### config.mk
export PLATFORM = sky130hd
export DESIGN_NAME = wag_stage
export DESIGN_NICKNAME = d
export VERILOG_FILES = /design/src/rtl/wag_pkg.sv /design/src/rtl/wag_slice.sv /design/src/rtl/wag_dispatch.sv /design/src/rtl/wag_collect.sv /design/src/rtl/wag_stage.sv
export SDC_FILE = /design/constraint.sdc
export NUM_CORES = 1
export LEC_CHECK = 0
export BUFFER_PORTS_ARGS = -buffer_cell sky130_fd_sc_hd__buf_2
export CORE_ASPECT_RATIO = 0.5
export CORE_UTILIZATION = 30
export CTS_CLUSTER_SIZE = 16
export DETAILED_ROUTE_END_ITERATION = 8
export PLACE_DENSITY = 0.58
export SLEW_MARGIN = 30
export SYNTH_ARGS = -nofsm -noshare
export SYNTH_HDL_FRONTEND = slang
export SYNTH_SLANG_ARGS = --single-unit
### constraint.sdc
create_clock -name clk -period 3.1 [get_ports clk]
set_input_delay 0.62 -clock clk [delete_from_list [all_inputs] [get_ports clk]]
set_output_delay 0.62 -clock clk [all_outputs]
set_load 0.02 [all_outputs]
### src/rtl/wag_pkg.sv
package wag_pkg;

    typedef enum logic [1:0] {
        SL_IDLE = 2'd0,
        SL_BUSY = 2'd1,
        SL_DONE = 2'd2
    } slice_st_e;

    function automatic int unsigned ring_next(input int unsigned p, input int unsigned n);
        return (p + 1 >= n) ? 0 : p + 1;
    endfunction

endpackage

### src/rtl/wag_slice.sv
module wag_slice
    import wag_pkg::*;
#(
    parameter int          DATA_W = 16,
    parameter int          LAT    = 3,
    parameter logic [DATA_W-1:0] KEY = 16'hA5C3
) (
    input  logic              clk,
    input  logic              rst,
    input  logic              load,
    input  logic [DATA_W-1:0] in_data,
    input  logic              take,
    output logic              free,
    output logic              done,
    output logic [DATA_W-1:0] res
);
    localparam int CNT_W = (LAT > 2) ? $clog2(LAT - 1) : 1;
    localparam int LAST  = (LAT > 1) ? LAT - 2 : 0;

    slice_st_e        st;
    logic [CNT_W-1:0] cnt;

    function automatic logic [DATA_W-1:0] xform(input logic [DATA_W-1:0] d);
        return {d[DATA_W-2:0], d[DATA_W-1]} ^ KEY;
    endfunction

    assign done = (st == SL_DONE);
    assign free = (st == SL_IDLE) || (done && take);

    always_ff @(posedge clk) begin
        if (rst) begin
            st  <= SL_IDLE;
            cnt <= '0;
            res <= '0;
        end else if (load) begin
            res <= xform(in_data);
            cnt <= '0;
            st  <= (LAT == 1) ? SL_DONE : SL_BUSY;
        end else if (st == SL_BUSY) begin
            if (cnt == CNT_W'(LAST)) st <= SL_DONE;
            else                     cnt <= cnt + 1'b1;
        end else if (done && take) begin
            st <= SL_IDLE;
        end
    end

endmodule

### src/rtl/wag_dispatch.sv
module wag_dispatch
    import wag_pkg::*;
#(
    parameter int SLICES = 3,
    parameter int PTR_W  = (SLICES > 1) ? $clog2(SLICES) : 1
) (
    input  logic              clk,
    input  logic              rst,
    input  logic              in_valid,
    input  logic [SLICES-1:0] free,
    output logic              in_ready,
    output logic [SLICES-1:0] load,
    output logic [PTR_W-1:0]  dptr
);
    logic acc;

    assign in_ready = free[dptr];
    assign acc      = in_valid && in_ready;

    for (genvar i = 0; i < SLICES; i++) begin : g_load
        assign load[i] = acc && (dptr == PTR_W'(i));
    end

    always_ff @(posedge clk) begin
        if (rst)      dptr <= '0;
        else if (acc) dptr <= PTR_W'(ring_next(int'(dptr), SLICES));
    end

endmodule

### src/rtl/wag_collect.sv
module wag_collect
    import wag_pkg::*;
#(
    parameter int SLICES = 3,
    parameter int DATA_W = 16,
    parameter int PTR_W  = (SLICES > 1) ? $clog2(SLICES) : 1
) (
    input  logic                          clk,
    input  logic                          rst,
    input  logic [SLICES-1:0]             done,
    input  logic [SLICES-1:0][DATA_W-1:0] res,
    input  logic                          out_ready,
    output logic                          out_valid,
    output logic [DATA_W-1:0]             out_data,
    output logic [SLICES-1:0]             take,
    output logic [PTR_W-1:0]              cptr
);
    logic pop;

    assign out_valid = done[cptr];
    assign out_data  = res[cptr];
    assign pop       = out_valid && out_ready;

    for (genvar i = 0; i < SLICES; i++) begin : g_take
        assign take[i] = pop && (cptr == PTR_W'(i));
    end

    always_ff @(posedge clk) begin
        if (rst)      cptr <= '0;
        else if (pop) cptr <= PTR_W'(ring_next(int'(cptr), SLICES));
    end

endmodule

### src/rtl/wag_stage.sv
module wag_stage
    import wag_pkg::*;
#(
    parameter int                DATA_W = 16,
    parameter int                SLICES = 3,
    parameter int                LAT    = 3,
    parameter logic [DATA_W-1:0] KEY    = 16'hA5C3
) (
    input  logic              clk,
    input  logic              rst,
    input  logic              in_valid,
    output logic              in_ready,
    input  logic [DATA_W-1:0] in_data,
    output logic              out_valid,
    input  logic              out_ready,
    output logic [DATA_W-1:0] out_data
);
    localparam int PTR_W = (SLICES > 1) ? $clog2(SLICES) : 1;

    logic [SLICES-1:0]             free, done, load, take;
    logic [SLICES-1:0][DATA_W-1:0] res;
    logic [PTR_W-1:0]              dptr, cptr;

    wag_dispatch #(.SLICES(SLICES), .PTR_W(PTR_W)) u_disp (
        .clk(clk), .rst(rst), .in_valid(in_valid), .free(free),
        .in_ready(in_ready), .load(load), .dptr(dptr)
    );

    for (genvar i = 0; i < SLICES; i++) begin : g_slice
        wag_slice #(.DATA_W(DATA_W), .LAT(LAT), .KEY(KEY)) u_slice (
            .clk(clk), .rst(rst), .load(load[i]), .in_data(in_data),
            .take(take[i]), .free(free[i]), .done(done[i]), .res(res[i])
        );
    end

    wag_collect #(.SLICES(SLICES), .DATA_W(DATA_W), .PTR_W(PTR_W)) u_coll (
        .clk(clk), .rst(rst), .done(done), .res(res), .out_ready(out_ready),
        .out_valid(out_valid), .out_data(out_data), .take(take), .cptr(cptr)
    );

endmodule

==> results.json, run 1 <==
{
  "rsz0062_at_grt": "false",
  "netlist_area_mm2": 0.00278,
  "crit_required_ns": 2.48,
  "ys_seq_elements": 61,
  "die_area_mm2": 0.00967,
  "fillers": 907,
  "synth_commonest_cells": "nand2_1, mux2i_1, dfxtp_1, o21ai_0, clkbuf_1",
  "drv_slew": 0,
  "hpwl_um": 4110,
  "grt_start_max_net_pins": 42,
  "finish.utilization_pct": 37.4,
  "cp_slowest_cell": "dfxtp_1",
  "ff2ff_path_depth": 3,
  "synth-warning-count": 0,
  "fin_worst_skew_ns": 0.00686,
  "ir_drop_v": 0.000276,
  "cap_violations": 0,
  "htree_levels": 3,
  "cpPeakStageDelay_ns": 0.65,
  "hold_depth": 2,
  "grt-ovfl-total": 0,
  "async_flop_share_pct": 0,
  "syn_inst": 308,
  "setup_viol": 0,
  "grtUsageTotal_pct": 14.4,
  "first_global_vias": 2115,
  "synth_area_per_cell_um2": 9.02,
  "finalPower_mw": 1.97,
  "grt_pass1_wl_um": 10600,
  "synthDistinctLibCells": 31,
  "syn_nets": 328,
  "hold_class": "reg -> reg",
  "failed_checks": "DRC",
  "drt_wl_total_um": 6230,
  "yosysMostFrequentCell": "nand2_1",
  "numCtsBuffers": 9,
  "powerDensity_mw_per_mm2": 595,
  "ios": 38,
  "initial_core_util_pct": 31.4,
  "worstSkewPairLatency_ns": 0.33,
  "detail-route-antenna-nets": 0,
  "drt_iter0_markers": 97,
  "cp_max_fo": 17,
  "cts_setup_buffers": 0,
  "yosys.area.top_type": "dfxtp_1",
  "multi_input_area_mm2": 0.00143,
  "p_leak_nw": 1.39,
  "crit_chain": "nor2b_1 > buf_4 > nand2_1 > o21ai_0 > buf_2",
  "fmax_mhz": 377,
  "synth_area_leaders": "dfxtp_1, mux2i_1, nand2_1, o21ai_0, clkbuf_1",
  "first_pass_iters": 6,
  "slew_headroom_pct": 38.5,
  "antennaDiodeCount": 0,
  "crit_path_start_kind": "register",
  "cts_sinks": 61,
  "antenna_found_initial": 0,
  "synth_edf_count": 0,
  "worst_slew_pin_slew_ns": 0.923,
  "core_area_mm2": 0.00886,
  "setup_ws_ns": 0.448,
  "r2r_setup_slack_ns": 1.08,
  "status": "finished with violations",
  "finalCritPeriodShare_pct": 85.5,
  "area_growth_pct": 19.3,
  "hold_viol_final": 0,
  "clk_root_buffer_cell": "clkbuf_16",
  "cp_num_cells": 5,
  "drive_gt1_share_pct": 19.7,
  "crit_path_end_kind": "output pin",
  "clk_pin_slew_ns": 0.05,
  "cts_hold_buf": 0,
  "cpLargestDelayFamily": "flip-flops",
  "port_buffers": 37,
  "timing.final.crit_period_ns": 2.65,
  "path_buf_inv": 2,
  "finalNonFillerCells": 463,
  "detail_route.wl_per_cell_um": 13.5,
  "drc": 1,
  "critPathKind": "reg -> out",
  "seq_area_mm2": 0.00122,
  "via_per_inst": 4.69,
  "post_cts_resized": 0,
  "synth_top_area_share_pct": 44.0,
  "nNetsFinal": 362,
  "yosysSeqAreaShare_pct": 44.0,
  "via_count": 2173,
  "arrival_ns": 2.03,
  "gp_congestion": 0.761,
  "die-height_um": 70.0,
  "dp.cells": 448,
  "clock_path_buffers": 2,
  "cts_tree": "yes",
  "setup_tns_ns": 0,
  "die_w_um": 138,
  "row_count": 24,
  "preCtsSetupSlack_ns": 0.697,
  "synthFlopType": "dfxtp_1"
}
## report_power, final
group | leakage (nW) | internal, mW | switching [mW] | total [mW]
Sequential | 0.496 | 0.830 | 0.0291 | 0.859
Clock | 0.125 | 0.534 | 0.344 | 0.878
Combinational | 0.765 | 0.0965 | 0.137 | 0.234
Total | 1.39 | 1.46 | 0.510 | 1.97
## through the flow
stage | hold slack (ns) | instance area [um^2]
after floorplan | 0.434 | 2780
after global placement | 0.444 | 3050
after detailed placement | 0.450 | 3050
after CTS | 0.459 | 3310
after global routing | 0.471 | 3310
final | 0.456 | 3310
## worst min-delay path, delay by kind of cell, from the launching register on
| family | cells | cell delay, ns |
|---|---|---|
| DFF | 1 | 0.31 |
| muxes | 1 | 0.05 |
| and+or+nand+nor | 1 | 0.05 |
## cell usage in the layout, fill, tap and decap left out, drive strengths merged, types with 3 or more instances in the layout
master,instances
clkinv,3
dfxtp,61
clkbuf,11
nor2,6
or2,8
nor2b,4
a21oi,10
o21ai,21
buf,43
inv,7
nor4bb,3
nand2,77
o22ai,3
mux2i,64
## metal layers
layer,vias to the layer above,track usage [%],part of all wire (%)
met5,-,0,0
met3,9,5.56,3.4
li1,1120,-,-
met4,0,6.74,1.9
met1,1017,17.8,50
met2,27,22.2,45
## cell families (layout without fill, tap and decap cells)
kind of cell,count (synthesis),in the layout,synth area share [%]
buffers and inverters,27,65,4.59
flip-flops,61,61,44.0
AND/OR/NAND/NOR,108,108,17.5
AO/OA/AOI/OAI,48,48,10.9
multiplexers,64,64,23.1
## worst paths after layout
check,from,to
worst max-delay path,u_coll.cptr[0]$_SDFFE_PP0N_,out_data[4]
worst min-delay path,g_slice[2].u_slice.res[4]$_SDFFE_PP0P_,g_slice[2].u_slice.res[4]$_SDFFE_PP0P_
worst max register to register,u_coll.cptr[0]$_SDFFE_PP0N_,g_slice[0].u_slice.res[13]$_SDFFE_PP0P_
worst min register to register,g_slice[2].u_slice.res[4]$_SDFFE_PP0P_,g_slice[2].u_slice.res[4]$_SDFFE_PP0P_
## flip-flops by register name, indices dropped and copies added, names as in the netlist
name                 cells
g_slice.u_slice.res     48
u_coll.cptr              2
g_slice.u_slice.st       6
u_disp.dptr              2
g_slice.u_slice.cnt      3
## final cells by class
type,count,share of cell area (%)
clock buffer,11,7.02
clock inverter,4,0.793
inverter,7,0.793
multi-input combinational,220,43.2
sequential,61,36.9
tap,117,4.42
timing repair buffer,43,6.95
No activity file was read; power rests on OpenSTA's default activity.
==> inputs of run 2 (changes only) <==
--- a/config.mk
+++ b/config.mk
@@ -7,6 +7,7 @@
 export LEC_CHECK = 0
 export BUFFER_PORTS_ARGS = -buffer_cell sky130_fd_sc_hd__buf_2
 export CORE_ASPECT_RATIO = 0.5
+export CORE_MARGIN = 4
 export CORE_UTILIZATION = 30
 export CTS_CLUSTER_SIZE = 16
 export DETAILED_ROUTE_END_ITERATION = 8
==> results.json, run 2 (same netlist as run 1, synthesis figures left out) <==
{
  "antenna_found_initial": 0,
  "timing.final.crit_period_ns": 2.58,
  "drive_gt1_share_pct": 20.2,
  "critPathKind": "reg -> out",
  "grtUsageTotal_pct": 11.9,
  "gp_congestion": 0.732,
  "grt_start_max_net_pins": 37,
  "layout_commonest_cell": "nand2_1",
  "crit_path_start_kind": "register",
  "numCtsBuffers": 9,
  "hpwl_um": 4050,
  "drt_iter0_markers": 135,
  "die_w_um": 144,
  "ios": 38,
  "worst_slew_pin_slew_ns": 0.743,
  "cts_hold_buf": 0,
  "finalCritPeriodShare_pct": 83.1,
  "detail_route.wl_per_cell_um": 13.4,
  "rsz0062_at_grt": "false",
  "largest_reg_flops": 48,
  "die-height_um": 76.0,
  "port_buffers": 37,
  "clock_path_buffers": 2,
  "worstSkewPairLatency_ns": 0.32,
  "clk_pin_slew_ns": 0.05,
  "placed_area_mm2": 0.00306,
  "fmax_mhz": 388,
  "area_growth_pct": 21.6,
  "antennaDiodeCount": 0,
  "final_cell_mix": "nand2_1, mux2i_1, dfxtp_1, buf_2, o21ai_0",
  "clockPowerShare_pct": 49.0,
  "via_count": 2186,
  "regMostFlops": "g_slice.u_slice.res",
  "drc": 0,
  "cts_setup_buffers": 0,
  "grt-ovfl-total": 0,
  "route.top_layer_used": "met4",
  "hold_viol_final": 0,
  "first_pass_iters": 4,
  "detailroute.wirelength.met3_um": 274,
  "ir_drop_v": 0.000356,
  "hold-worst-slack_ns": 0.456,
  "p_int_mw": 1.65,
  "clk_root_buffer_cell": "clkbuf_16",
  "post_cts_resized": 0,
  "htree_levels": 3,
  "crit_path_end_kind": "output pin",
  "core_area_mm2": 0.00886,
  "cts_tree": "yes",
  "die_area_mm2": 0.0110,
  "finalNonFillerCells": 464,
  "swShare_pct": 23.1,
  "cts_sinks": 61,
  "wl_met2_um": 2770,
  "p_leak_nw": 1.42,
  "drv_slew": 0,
  "fin_worst_skew_ns": 0.00573,
  "powerDensity_mw_per_mm2": 634,
  "hold_class": "reg -> reg",
  "first_global_vias": 2080,
  "grt_pass1_wl_um": 10300,
  "pwr-share-seq_pct": 40.1,
  "initial_core_util_pct": 31.4,
  "crit_required_ns": 2.48,
  "slew_headroom_pct": 50.1,
  "setup_tns_ns": 0,
  "dp.cells": 449,
  "status": "finished clean",
  "setup_viol": 0,
  "nNetsFinal": 363,
  "row_count": 24,
  "finalPower_mw": 2.14,
  "met1Wirelength_um": 3140,
  "detail-route-antenna-nets": 0,
  "reg.largest.list": "g_slice.u_slice.res (48), g_slice.u_slice.st (6), g_slice.u_slice.cnt (3)",
  "cp_max_fo": 9,
  "design_area_mm2": 0.00338,
  "arrival_ns": 1.96,
  "drt_wl_total_um": 6240,
  "cap_violations": 0,
  "via_per_inst": 4.71,
  "p_switching_uw": 494,
  "p_comb_share_pct": 10.9
}
[run 2: changes by cell type in the layout (fill, tap and decap cells not counted), sizes merged]
cell,previous run,this run
buf,43,44
bufinv,0,2
clkinv,3,1
[run 2: critical path, cell delays in order, from the launching register on]
cell and delay [ns]:
dfxtp_1 0.43, nor2b_1 0.53, buf_4 0.30, nand2_1 0.06, o21ai_0 0.10, buf_2 0.21
[run 2: routing by layer]
layer	vias to the layer above	GRT usage, %
met5	-	0
met4	0	3.38
met3	4	5.20
met2	27	17.8
met1	1031	15.6
li1	1124	-
[run 2: power by group through the flow]
stage	registers [mW]	logic [mW]	clock network [mW]
3_3_place_gp	0.874	0.235	0
2_1_floorplan	0.867	0.180	0
3_5_place_dp	0.874	0.237	0
6_report	0.858	0.233	1.05
5_1_grt	0.864	0.258	1.11
4_1_cts	0.858	0.237	1.07
[run 2: path summary, 6_finish.rpt]
kind,end,cells past startpoint,slack (ns),start
setup / recovery,out_data[4],5,0.52,u_coll.cptr[0]$_SDFFE_PP0N_
hold / removal,g_slice[2].u_slice.res[12]$_SDFFE_PP0P_,2,0.46,g_slice[2].u_slice.res[12]$_SDFFE_PP0P_
setup reg to reg,g_slice[0].u_slice.res[0]$_SDFFE_PP0P_,3,1.22,u_coll.cptr[1]$_SDFFE_PP0N_
hold reg to reg,g_slice[2].u_slice.res[12]$_SDFFE_PP0P_,2,0.46,g_slice[2].u_slice.res[12]$_SDFFE_PP0P_
[run 2: cell type report]
type,count,area (um^2)
well taps,117,146
multi-input cells,220,1430
clock buffers,11,243
inverters,7,26.3
repair buffers,44,238
fillers,890,5480
flip-flops and latches,61,1220
clock inverters,4,72.6
[run 2: metrics by stage]
step | utilization (%) | worst slack [ns]
after CTS | 38.1 | 0.501
final | 38.1 | 0.524
after global placement | 34.5 | 0.709
after global routing | 38.1 | 0.366
after detailed placement | 34.5 | 0.695
after floorplan | - | 0.721
==> inputs of run 3 (changes only) <==
==> constraint.sdc (replaced) <==
create_clock -name clk -period 2.7 [get_ports clk]
set_input_delay 0.54 -clock clk [delete_from_list [all_inputs] [get_ports clk]]
set_output_delay 0.54 -clock clk [all_outputs]
set_load 0.02 [all_outputs]
==> results.json, run 3 (same netlist as run 1, synthesis figures left out) <==
{
  "cap_violations": 0,
  "r2r-end": "g_slice[1].u_slice.res[0]$_SDFFE_PP0P_",
  "drive_gt1_share_pct": 20.6,
  "nNetsFinal": 365,
  "crit_path_end_kind": "output pin",
  "fmax_mhz": 413,
  "setup_viol": 0,
  "setup_tns_ns": 0,
  "grt_start_max_net_pins": 41,
  "cts_tree": "yes",
  "powerDensity_mw_per_mm2": 725,
  "final_cell_mix": "nand2_1, mux2i_1, dfxtp_1, buf_2, o21ai_0",
  "hpwl_um": 4070,
  "antenna_found_initial": 0,
  "crit_required_ns": 2.16,
  "drc": 0,
  "min_to": "g_slice[2].u_slice.res[10]$_SDFFE_PP0P_",
  "crit_path_start_kind": "register",
  "port_buffers": 37,
  "status": "finished clean",
  "multi_input_area_mm2": 0.00143,
  "r2r-start": "u_coll.cptr[1]$_SDFFE_PP0N_",
  "ios": 38,
  "grtUsageTotal_pct": 11.9,
  "finish.utilization_pct": 38.3,
  "rsz0062_at_grt": "false",
  "crit_chain": "buf_4 > nor2b_1 > buf_4 > nand2_1 > o21ai_0 > buf_2",
  "ir_drop_v": 0.000337,
  "area_growth_pct": 22.1,
  "hold_depth": 2,
  "slew_headroom_pct": 31.3,
  "die_w_um": 144,
  "row_count": 24,
  "crit_top_cell": "buf_4",
  "cts_hold_buf": 0,
  "drv_slew": 0,
  "antennaDiodeCount": 0,
  "initial_core_util_pct": 31.4,
  "clock_path_buffers": 2,
  "layout_commonest_cell": "nand2_1",
  "arrival_ns": 1.88,
  "worstSkewPairLatency_ns": 0.32,
  "hold-worst-slack_ns": 0.454,
  "detail_route.wl_per_cell_um": 13.6,
  "core_area_mm2": 0.00886,
  "fin_worst_skew_ns": 0.00483,
  "hold_class": "reg -> reg",
  "first_pass_iters": 4,
  "finalPower_mw": 2.46,
  "htree_levels": 3,
  "finalNonFillerCells": 467,
  "cts_setup_buffers": 0,
  "p_leak_nw": 1.42,
  "dp.cells": 451,
  "hold_viol_final": 0,
  "r2r_setup_slack_ns": 0.81,
  "cpPeakStageDelay_ns": 0.42,
  "die-height_um": 76.0,
  "clk_pin_slew_ns": 0.05,
  "grt-ovfl-total": 0,
  "drt_wl_total_um": 6330,
  "cp_max_fo": 24,
  "clk_root_buffer_cell": "clkbuf_16",
  "largest_reg_flops": 48,
  "via_count": 2179,
  "timing.final.crit_period_ns": 2.42,
  "grt_pass1_wl_um": 10300,
  "cts_sinks": 61,
  "critPathKind": "reg -> out",
  "post_cts_resized": 0,
  "regMostFlops": "g_slice.u_slice.res",
  "detail-route-antenna-nets": 0,
  "fillers": 912,
  "reg.largest.list": "g_slice.u_slice.res (48), g_slice.u_slice.st (6), g_slice.u_slice.cnt (3)",
  "first_global_vias": 2032,
  "ff2ff_path_depth": 3,
  "numCtsBuffers": 9,
  "finalCritPeriodShare_pct": 89.7,
  "worst_slew_pin_slew_ns": 1.03,
  "drt_iter0_markers": 133,
  "gp_congestion": 0.709,
  "die_area_mm2": 0.0110,
  "via_per_inst": 4.67,
  "seq_area_mm2": 0.00122,
  "hold_start": "g_slice[2].u_slice.res[10]$_SDFFE_PP0P_",
  "cp_slowest_cell": "dfxtp_1"
}
-- run 3: cell types whose count changed in the layout (fill, tap and decap cells not counted) --
cell        before  now
a2111o_1         0    1
clkbuf_8         1    0
clkinvlp_4       1    3
a2111o_2         1    0
buf_4            7    9
-- run 3: worst max-delay path by stage --
stage / start / endpoint / slack, ns / cells past startpoint
5_1_grt: u_coll.cptr[0]$_SDFFE_PP0N_ / out_data[14] / 0.13 / 6
2_1_floorplan: out_ready / in_ready / 0.48 / 3
3_3_place_gp: out_ready / in_ready / 0.51 / 5
4_1_cts: u_coll.cptr[0]$_SDFFE_PP0N_ / out_data[4] / 0.27 / 6
6_report: u_coll.cptr[0]$_SDFFE_PP0N_ / out_data[4] / 0.28 / 6
3_5_place_dp: out_ready / in_ready / 0.47 / 5
-- run 3: power breakdown --
group	switching, mW	internal (mW)
Combinational	0.159	0.112
Sequential	0.0324	0.953
Clock	0.399	0.805
Total	0.590	1.87
-- run 3: final cells by class --
class                           instances  share of cell area, %
Multi-Input combinational cell        220                   42.1
Sequential cell                        61                   36.0
Timing Repair Buffer                   46                   7.45
Clock buffer                           10                   6.75
Tap cell                              117                   4.32
Clock inverter                          6                   2.58
Inverter                                7                  0.775
-- run 3: per-stage QoR --
stage	setup WS (ns)	instance area, um^2
6_report	0.279	3390
5_1_grt	0.130	3390
4_1_cts	0.269	3390
3_5_place_dp	0.473	3080
3_3_place_gp	0.510	3080
2_1_floorplan	0.481	2780
-- run 3: worst max-delay path, delay by kind of cell, from the launching register on --
kind	cells	cell delay, ns
buf+inv	3	0.77
flops	1	0.42
simple gates	2	0.23
compound gates	1	0.12
-- run 3: metal layers --
layer  vias up  wire, um  track usage (%)
li1       1133         -                -
met1      1014      3190             16.3
met2        26      2820             17.4
met3         6       266             4.89
met4         0        55             2.82
met5         -         0                0
